--- config.mk ---
export PLATFORM = sky130hd
export DESIGN_NAME = kseg_xlate
export DESIGN_NICKNAME = d
export VERILOG_FILES = /design/src/rtl/kseg_pkg.sv /design/src/rtl/kseg_cfg_regs.sv /design/src/rtl/kseg_seg_decode.sv /design/src/rtl/kseg_ctrl.sv /design/src/rtl/kseg_xlate.sv
export SDC_FILE = /design/constraint.sdc
export NUM_CORES = 1
export LEC_CHECK = 0
export BUFFER_PORTS_ARGS = -buffer_cell sky130_fd_sc_hd__buf_4
export CORE_MARGIN = 2
export CORE_UTILIZATION = 30
export CTS_CLUSTER_SIZE = 28
export DETAILED_ROUTE_END_ITERATION = 8
export PLACE_DENSITY = 0.47
export SYNTH_ARGS = -nofsm -noshare
export SYNTH_HDL_FRONTEND = slang
export SYNTH_SLANG_ARGS = --single-unit
--- constraint.sdc ---
create_clock -name clk -period 1.88 [get_ports clk]
set_input_delay 0.094 -clock clk [delete_from_list [all_inputs] [get_ports clk]]
set_output_delay 0.094 -clock clk [all_outputs]
set_load 0.02 [all_outputs]
--- src/rtl/kseg_pkg.sv ---
package kseg_pkg;

  // Fault cause reported with every response
  typedef enum logic [1:0] {
    CAUSE_NONE = 2'd0,
    CAUSE_USER = 2'd1,
    CAUSE_MISS = 2'd2
  } cause_e;

  // Configuration write targets
  typedef enum logic [1:0] {
    CFG_MODE    = 2'd0,
    CFG_BASE_LO = 2'd1,
    CFG_BASE_HI = 2'd2
  } cfg_sel_e;

  // How an accepted request is handled
  typedef enum logic [1:0] {
    ROUTE_DIRECT = 2'd0,
    ROUTE_PAGED  = 2'd1,
    ROUTE_FAULT  = 2'd2
  } route_e;

endpackage

--- src/rtl/kseg_cfg_regs.sv ---
module kseg_cfg_regs #(
  parameter int SEG_BITS = 4,
  parameter int CFG_W    = 32
) (
  input  logic                               clk,
  input  logic                               rst_n,
  input  logic                               cfg_we,
  input  logic [1:0]                         cfg_sel,
  input  logic [CFG_W-1:0]                   cfg_wdata,
  output logic [(1<<SEG_BITS)-1:0]           seg_mode,
  output logic [(1<<SEG_BITS)*SEG_BITS-1:0]  seg_base
);
  import kseg_pkg::*;

  localparam int NSEG = 1 << SEG_BITS;
  localparam int HALF = NSEG / 2;

  logic wr_mode;
  assign wr_mode = cfg_we && (cfg_sel == CFG_MODE);

  always_ff @(posedge clk or negedge rst_n) begin
    if (!rst_n) begin
      seg_mode <= '0;
    end else if (wr_mode) begin
      seg_mode <= cfg_wdata[NSEG-1:0];
    end
  end

  // One base nibble per segment; lower half from one word, upper half from another
  for (genvar g = 0; g < NSEG; g++) begin : g_base
    localparam int       SLOT   = g % HALF;
    localparam cfg_sel_e MY_SEL = (g >= HALF) ? CFG_BASE_HI : CFG_BASE_LO;
    logic [SEG_BITS-1:0] base_q;

    always_ff @(posedge clk or negedge rst_n) begin
      if (!rst_n) begin
        base_q <= '0;
      end else if (cfg_we && (cfg_sel == MY_SEL)) begin
        base_q <= cfg_wdata[SLOT*SEG_BITS +: SEG_BITS];
      end
    end

    assign seg_base[g*SEG_BITS +: SEG_BITS] = base_q;
  end

endmodule

--- src/rtl/kseg_seg_decode.sv ---
module kseg_seg_decode #(
  parameter int ADDR_W         = 32,
  parameter int SEG_BITS       = 4,
  parameter int USER_LIMIT_SEG = 11
) (
  input  logic [ADDR_W-1:0]                  addr,
  input  logic                               user,
  input  logic [(1<<SEG_BITS)-1:0]           seg_mode,
  input  logic [(1<<SEG_BITS)*SEG_BITS-1:0]  seg_base,
  output kseg_pkg::route_e                   route,
  output logic [ADDR_W-1:0]                  direct_addr
);
  import kseg_pkg::*;

  localparam int                  NSEG  = 1 << SEG_BITS;
  localparam int                  LOW_W = ADDR_W - SEG_BITS;
  localparam logic [SEG_BITS-1:0] LIMIT = SEG_BITS'(USER_LIMIT_SEG);

  logic [SEG_BITS-1:0] base_arr [NSEG];
  logic [SEG_BITS-1:0] seg;
  logic                user_blocked;

  for (genvar g = 0; g < NSEG; g++) begin : g_unpack
    assign base_arr[g] = seg_base[g*SEG_BITS +: SEG_BITS];
  end

  assign seg          = addr[ADDR_W-1 -: SEG_BITS];
  assign user_blocked = user && (seg >= LIMIT);
  assign direct_addr  = {base_arr[seg], addr[LOW_W-1:0]};

  always_comb begin
    if (user_blocked)        route = ROUTE_FAULT;
    else if (seg_mode[seg])  route = ROUTE_DIRECT;
    else                     route = ROUTE_PAGED;
  end

endmodule

--- src/rtl/kseg_ctrl.sv ---
module kseg_ctrl #(
  parameter int ADDR_W    = 32,
  parameter int PAGE_BITS = 13
) (
  input  logic                        clk,
  input  logic                        rst_n,
  input  logic                        req_valid,
  output logic                        req_ready,
  input  logic [ADDR_W-1:0]           req_addr,
  input  kseg_pkg::route_e            route,
  input  logic [ADDR_W-1:0]           direct_addr,
  output logic                        rsp_valid,
  input  logic                        rsp_ready,
  output logic [ADDR_W-1:0]           rsp_addr,
  output logic [1:0]                  rsp_cause,
  output logic                        pg_req_valid,
  input  logic                        pg_req_ready,
  output logic [ADDR_W-PAGE_BITS-1:0] pg_req_vpn,
  input  logic                        pg_rsp_valid,
  input  logic [ADDR_W-PAGE_BITS-1:0] pg_rsp_frame,
  input  logic                        pg_rsp_miss
);
  import kseg_pkg::*;

  typedef enum logic [1:0] {ST_IDLE, ST_ISSUE, ST_WAIT} state_e;

  state_e            state_q;
  logic [ADDR_W-1:0] vaddr_q;
  logic              out_free;
  logic              accept;

  assign out_free     = !rsp_valid || rsp_ready;
  assign req_ready    = (state_q == ST_IDLE) && out_free;
  assign accept       = req_valid && req_ready;
  assign pg_req_valid = (state_q == ST_ISSUE);
  assign pg_req_vpn   = vaddr_q[ADDR_W-1:PAGE_BITS];

  always_ff @(posedge clk or negedge rst_n) begin
    if (!rst_n) begin
      state_q   <= ST_IDLE;
      vaddr_q   <= '0;
      rsp_valid <= 1'b0;
      rsp_addr  <= '0;
      rsp_cause <= CAUSE_NONE;
    end else begin
      if (rsp_valid && rsp_ready) rsp_valid <= 1'b0;
      unique case (state_q)
        ST_IDLE: begin
          if (accept) begin
            vaddr_q <= req_addr;
            case (route)
              ROUTE_DIRECT: begin
                rsp_valid <= 1'b1;
                rsp_addr  <= direct_addr;
                rsp_cause <= CAUSE_NONE;
              end
              ROUTE_FAULT: begin
                rsp_valid <= 1'b1;
                rsp_addr  <= req_addr;
                rsp_cause <= CAUSE_USER;
              end
              default: state_q <= ST_ISSUE;
            endcase
          end
        end
        ST_ISSUE: begin
          if (pg_req_ready) state_q <= ST_WAIT;
        end
        ST_WAIT: begin
          // Output slot is empty here: it was free when this request was taken
          if (pg_rsp_valid) begin
            rsp_valid <= 1'b1;
            state_q   <= ST_IDLE;
            if (pg_rsp_miss) begin
              rsp_addr  <= vaddr_q;
              rsp_cause <= CAUSE_MISS;
            end else begin
              rsp_addr  <= {pg_rsp_frame, vaddr_q[PAGE_BITS-1:0]};
              rsp_cause <= CAUSE_NONE;
            end
          end
        end
        default: state_q <= ST_IDLE;
      endcase
    end
  end

endmodule

--- src/rtl/kseg_xlate.sv ---
module kseg_xlate #(
  parameter int  ADDR_W         = 32,
  parameter int  SEG_BITS       = 4,
  parameter int  PAGE_BITS      = 13,
  parameter int  USER_LIMIT_SEG = 11,
  localparam int NSEG           = 1 << SEG_BITS,
  localparam int CFG_W          = (NSEG / 2) * SEG_BITS,
  localparam int VPN_W          = ADDR_W - PAGE_BITS
) (
  input  logic              clk,
  input  logic              rst_n,
  input  logic              cfg_we,
  input  logic [1:0]        cfg_sel,
  input  logic [CFG_W-1:0]  cfg_wdata,
  input  logic              req_valid,
  output logic              req_ready,
  input  logic [ADDR_W-1:0] req_addr,
  input  logic              req_user,
  output logic              rsp_valid,
  input  logic              rsp_ready,
  output logic [ADDR_W-1:0] rsp_addr,
  output logic [1:0]        rsp_cause,
  output logic              pg_req_valid,
  input  logic              pg_req_ready,
  output logic [VPN_W-1:0]  pg_req_vpn,
  input  logic              pg_rsp_valid,
  input  logic [VPN_W-1:0]  pg_rsp_frame,
  input  logic              pg_rsp_miss
);
  import kseg_pkg::*;

  logic [NSEG-1:0]          seg_mode;
  logic [NSEG*SEG_BITS-1:0] seg_base;
  route_e                   route;
  logic [ADDR_W-1:0]        direct_addr;

  kseg_cfg_regs #(
    .SEG_BITS (SEG_BITS),
    .CFG_W    (CFG_W)
  ) cfg_i (
    .clk       (clk),
    .rst_n     (rst_n),
    .cfg_we    (cfg_we),
    .cfg_sel   (cfg_sel),
    .cfg_wdata (cfg_wdata),
    .seg_mode  (seg_mode),
    .seg_base  (seg_base)
  );

  kseg_seg_decode #(
    .ADDR_W         (ADDR_W),
    .SEG_BITS       (SEG_BITS),
    .USER_LIMIT_SEG (USER_LIMIT_SEG)
  ) dec_i (
    .addr        (req_addr),
    .user        (req_user),
    .seg_mode    (seg_mode),
    .seg_base    (seg_base),
    .route       (route),
    .direct_addr (direct_addr)
  );

  kseg_ctrl #(
    .ADDR_W    (ADDR_W),
    .PAGE_BITS (PAGE_BITS)
  ) ctrl_i (
    .clk          (clk),
    .rst_n        (rst_n),
    .req_valid    (req_valid),
    .req_ready    (req_ready),
    .req_addr     (req_addr),
    .route        (route),
    .direct_addr  (direct_addr),
    .rsp_valid    (rsp_valid),
    .rsp_ready    (rsp_ready),
    .rsp_addr     (rsp_addr),
    .rsp_cause    (rsp_cause),
    .pg_req_valid (pg_req_valid),
    .pg_req_ready (pg_req_ready),
    .pg_req_vpn   (pg_req_vpn),
    .pg_rsp_valid (pg_rsp_valid),
    .pg_rsp_frame (pg_rsp_frame),
    .pg_rsp_miss  (pg_rsp_miss)
  );

endmodule

==> flow_metrics.py <==
metrics = {
    "yosys": {
        "postSynthCellCount": 519,
        "post_synth_fa_ha_maj_area_fraction_pct": 0,
        "synthMuxAreaShare_pct": 33.7,
        "leading_area_contributor_after_synthesis": "sky130_fd_sc_hd__dfrtp_1",
        "synthDominantCellAreaShare_pct": 52.8,
        "number_of_distinct_library_cells_after_synthesis": 35,
        "ranking_of_synthesized_cells_by_instance_count": "sky130_fd_sc_hd__dfrtp_1 (149), sky130_fd_sc_hd__mux2_2 (116), sky130_fd_sc_hd__nand2_1 (65), sky130_fd_sc_hd__mux2_4 (28), sky130_fd_sc_hd__mux2i_1 (27)",
        "most_numerous_cell_in_the_yosys_netlist": "sky130_fd_sc_hd__dfrtp_1",
        "synthXorXnorAreaFrac_pct": 0,
        "syn-mean-instance-area_um2": 13.6,
        "synth_enable_flop_cells": 0,
        "post_synth_instance_area_um2": 7060,
        "synth_warnings": 0,
        "synth_top_cells_by_area": "sky130_fd_sc_hd__dfrtp_1 (53%), sky130_fd_sc_hd__mux2_2 (19%), sky130_fd_sc_hd__mux2_4 (6.0%), sky130_fd_sc_hd__mux4_2 (5.4%), sky130_fd_sc_hd__mux2i_1 (3.8%)",
        "synth-compound-area-share_pct": 3.74,
        "synth_sequential_area_ratio_pct": 52.8,
        "yosys_register_bits": 149,
        "yosys.area_share.simple_pct": 5.16,
        "synth_ff_type": "sky130_fd_sc_hd__dfrtp_1",
        "synthesis.nets": 613,
        "dominant_combinational_cell_family_by_area_after_synthesis": "multiplexers",
        "synthArstFlopShare_pct": 100,
    },
    "placement": {
        "placed_cell_area_um2": 8610,
        "dp_hpwl_um": 13400,
        "buffer_ports.inserted": 149,
        "gp_routability_congestion": 0.716,
    },
    "global_route": {
        "pin_count_of_the_biggest_net_entering_global_routing": 61,
        "grt_first_pass_wirelength_um": 29300,
        "globalRouteTotalUtil_pct": 15.5,
        "global_route.overflow_total": 0,
        "number_of_global_route_vias_before_repair": 5214,
        "grt_antenna_before_repair": 0,
    },
    "drt": {
        "dr_total_vias": 4868,
        "firstDrtPassIters": 4,
        "drt-total-wl_um": 18400,
        "drc_errors": 0,
        "initial_drt_markers": 187,
        "routedWlPerCell_um": 17.2,
        "drt.antenna.violating_nets": 0,
        "detail_route.vias_per_cell": 4.55,
    },
    "die": {
        "total_die_area_um2": 24800,
        "std_cell_rows": 56,
        "fp.coreArea_um2": 23300,
        "floorplan.die.width_um": 157,
        "design.portCount": 150,
        "die_y_um": 157,
        "initial_utilization_pct": 30.3,
    },
    "power_and_ir_drop": {
        "power.internal_mw": 9.70,
        "vdd.ir_drop.worst_mv": 0.589,
        "pwr-share-seq_pct": 35.4,
        "switching_share_pct": 31.1,
        "p_sw_mw": 4.38,
        "clock_power_share_pct": 28.2,
        "total_power_mw": 14.1,
        "comb_power_share_pct": 36.4,
        "cellLeakagePower_nw": 4.57,
        "power_density_nw_per_um2": 1410,
    },
    "sta": {
        "worst-slew-pin-transition_ns": 0.485,
        "period_minus_slack_ns": 2.05,
        "hold_viol": 0,
        "skew_ns": 0.0114,
        "slew_headroom_pct": 67.7,
        "final_min_period_over_clock_period_pct": 109,
        "setup_violations": 32,
        "slew_violations": 0,
        "rsz0062_at_grt": "true",
        "final.setup.worst_slack_ns": -0.166,
        "max_freq_mhz": 489,
    },
    "clocking": {
        "cts.htree.levels": 4,
        "clk-insertion-delay-late_ns": 0.43,
        "cts_inserted_buffers": 17,
        "numClockSinks": 149,
        "clkSlewWorstSetupHoldPaths_ns": 0.06,
        "tritoncts_clock_tree": "yes",
        "clock_tree.buffer_depth": 2,
        "root_buffer": "sky130_fd_sc_hd__clkbuf_16",
    },
    "finish": {
        "layout-drive-gt1-share_pct": 50.9,
        "final.fill_count": 2163,
        "antennaDiodeCount": 0,
        "final_cell_area_excluding_filler_cells_um2": 9980,
        "nNetsFinal": 832,
        "area.growth.synth_to_final_pct": 41.5,
        "finalCoreUtilization_pct": 42.9,
    },
    "critical_path": {
        "required_time_of_the_critical_path_ns": 2.18,
        "worstSetupPathType": "reg -> reg",
        "critical_path.startpoint_type": "flip-flop",
        "crit_path_end_kind": "flip-flop",
        "ff2ff_setup_slack_ns": -0.17,
        "critPathMaxFanout": 23,
        "critPathArrivalTime_ns": 2.35,
    },
    "status": {
        "run_status": "finished with violations",
        "violations": "negative setup slack",
    },
    "run": {
        "maxCapViolCount": 0,
    },
    "worst_hold_path": {
        "min-delay-path-class": "in -> reg",
    },
}
[registers in the layout (all words and copies together) (netlist names)]
signal and flops:
ctrl_i.vaddr_q 32, cfg_i.seg_mode 16, ctrl_i.state_q 2, cfg_i.g_base.base_q 64
ctrl_i.rsp_addr 32, ctrl_i.rsp_valid 1, ctrl_i.rsp_cause 2
[layout by cell type (no fill, tap or decap), types with 5 or more instances in the layout]
cell type,count
sky130_fd_sc_hd__mux2i_1,27
sky130_fd_sc_hd__mux4_2,17
sky130_fd_sc_hd__clkbuf_16,17
sky130_fd_sc_hd__nor2b_1,5
sky130_fd_sc_hd__bufinv_16,7
sky130_fd_sc_hd__buf_4,178
sky130_fd_sc_hd__nand2_1,64
sky130_fd_sc_hd__dlygate4sd3_1,65
sky130_fd_sc_hd__dfrtp_1,149
sky130_fd_sc_hd__inv_1,5
sky130_fd_sc_hd__mux2_2,116
sky130_fd_sc_hd__o21ai_0,24
sky130_fd_sc_hd__mux2_4,28
[power by group through the flow]
stage	clock, mW	combinational, mW	sequential, mW
6_report	3.98	5.12	4.98
5_1_grt	4.22	5.50	5.13
4_1_cts	4.07	5.19	4.99
3_5_place_dp	0	5.03	5.04
3_3_place_gp	0	4.95	5.00
2_1_floorplan	0	3.01	5.28
[through the flow]
stage	std cells	setup slack, ns	hold slack [ns]	setup TNS, ns
3_5_place_dp	972	-0.166	0.0710	-4.74
6_report	1069	-0.166	0.102	-4.25
5_1_grt	1069	-0.239	0.122	-6.76
4_1_cts	1069	-0.177	0.0845	-4.70
2_1_floorplan	519	-0.0668	-0.202	-1.84
3_3_place_gp	972	-0.156	0.0608	-3.81
[path summary, 6_finish.rpt]
kind	end	cells past startpoint	start
min in group asynchronous	ctrl_i.rsp_addr[6]$_DFFE_PN0P_	2	rst_n
setup / recovery	ctrl_i.rsp_addr[16]$_DFFE_PN0P_	6	cfg_i.seg_mode[13]$_DFFE_PN0P_
hold / removal	ctrl_i.rsp_valid$_DFF_PN0_	4	req_valid
setup reg to reg	ctrl_i.rsp_addr[16]$_DFFE_PN0P_	6	cfg_i.seg_mode[13]$_DFFE_PN0P_
max in group asynchronous	cfg_i.g_base[4].base_q[3]$_DFFE_PN0P_	3	rst_n
hold reg to reg	cfg_i.g_base[9].base_q[3]$_DFFE_PN0P_	1	cfg_i.g_base[9].base_q[3]$_DFFE_PN0P_
[routing by layer]
layer	track usage, %	share of wire (%)
met1	21.5	48
met2	24.3	45
met3	3.50	5.1
met4	4.59	1.2
met5	0	0
[worst max-delay path, cell delays in order, from the launching register on]
cell and delay [ns]:
sky130_fd_sc_hd__dfrtp_1 0.38, sky130_fd_sc_hd__mux4_2 0.46, sky130_fd_sc_hd__mux2i_1 0.17, sky130_fd_sc_hd__a32oi_2 0.09, sky130_fd_sc_hd__a32o_2 0.31, sky130_fd_sc_hd__buf_12 0.19, sky130_fd_sc_hd__mux2_4 0.31
[final cells by class]
class	count	area [µm²]	share of cell area [%]
Multi-Input combinational cell	315	3060	30.6
Timing Repair Buffer	249	2090	20.9
Clock inverter	12	250	2.51
Tap cell	319	399	4.00
Clock buffer	19	433	4.34
Sequential cell	149	3730	37.4
Inverter	6	22.5	0.226
[timing repair]
| item | in CTS | in global routing |
|---|---|---|
| endpoints found under the setup margin | 32 | 34 |
| gates cloned | 0 | 0 |
| buffers inserted | 1 | 0 |
| hold buffers | 65 | 0 |
| endpoints found under the hold margin | 166 | 0 |
| resized for setup | 4 | 2 |
[cells by family (layout without fill, tap and decap cells)]
logic type      Yosys count  in the layout
compound gates           42             42
flops                   149            149
buf+inv                  55            286
mux                     188            188
simple gates             85             85
No activity file was read; power rests on OpenSTA's default activity.
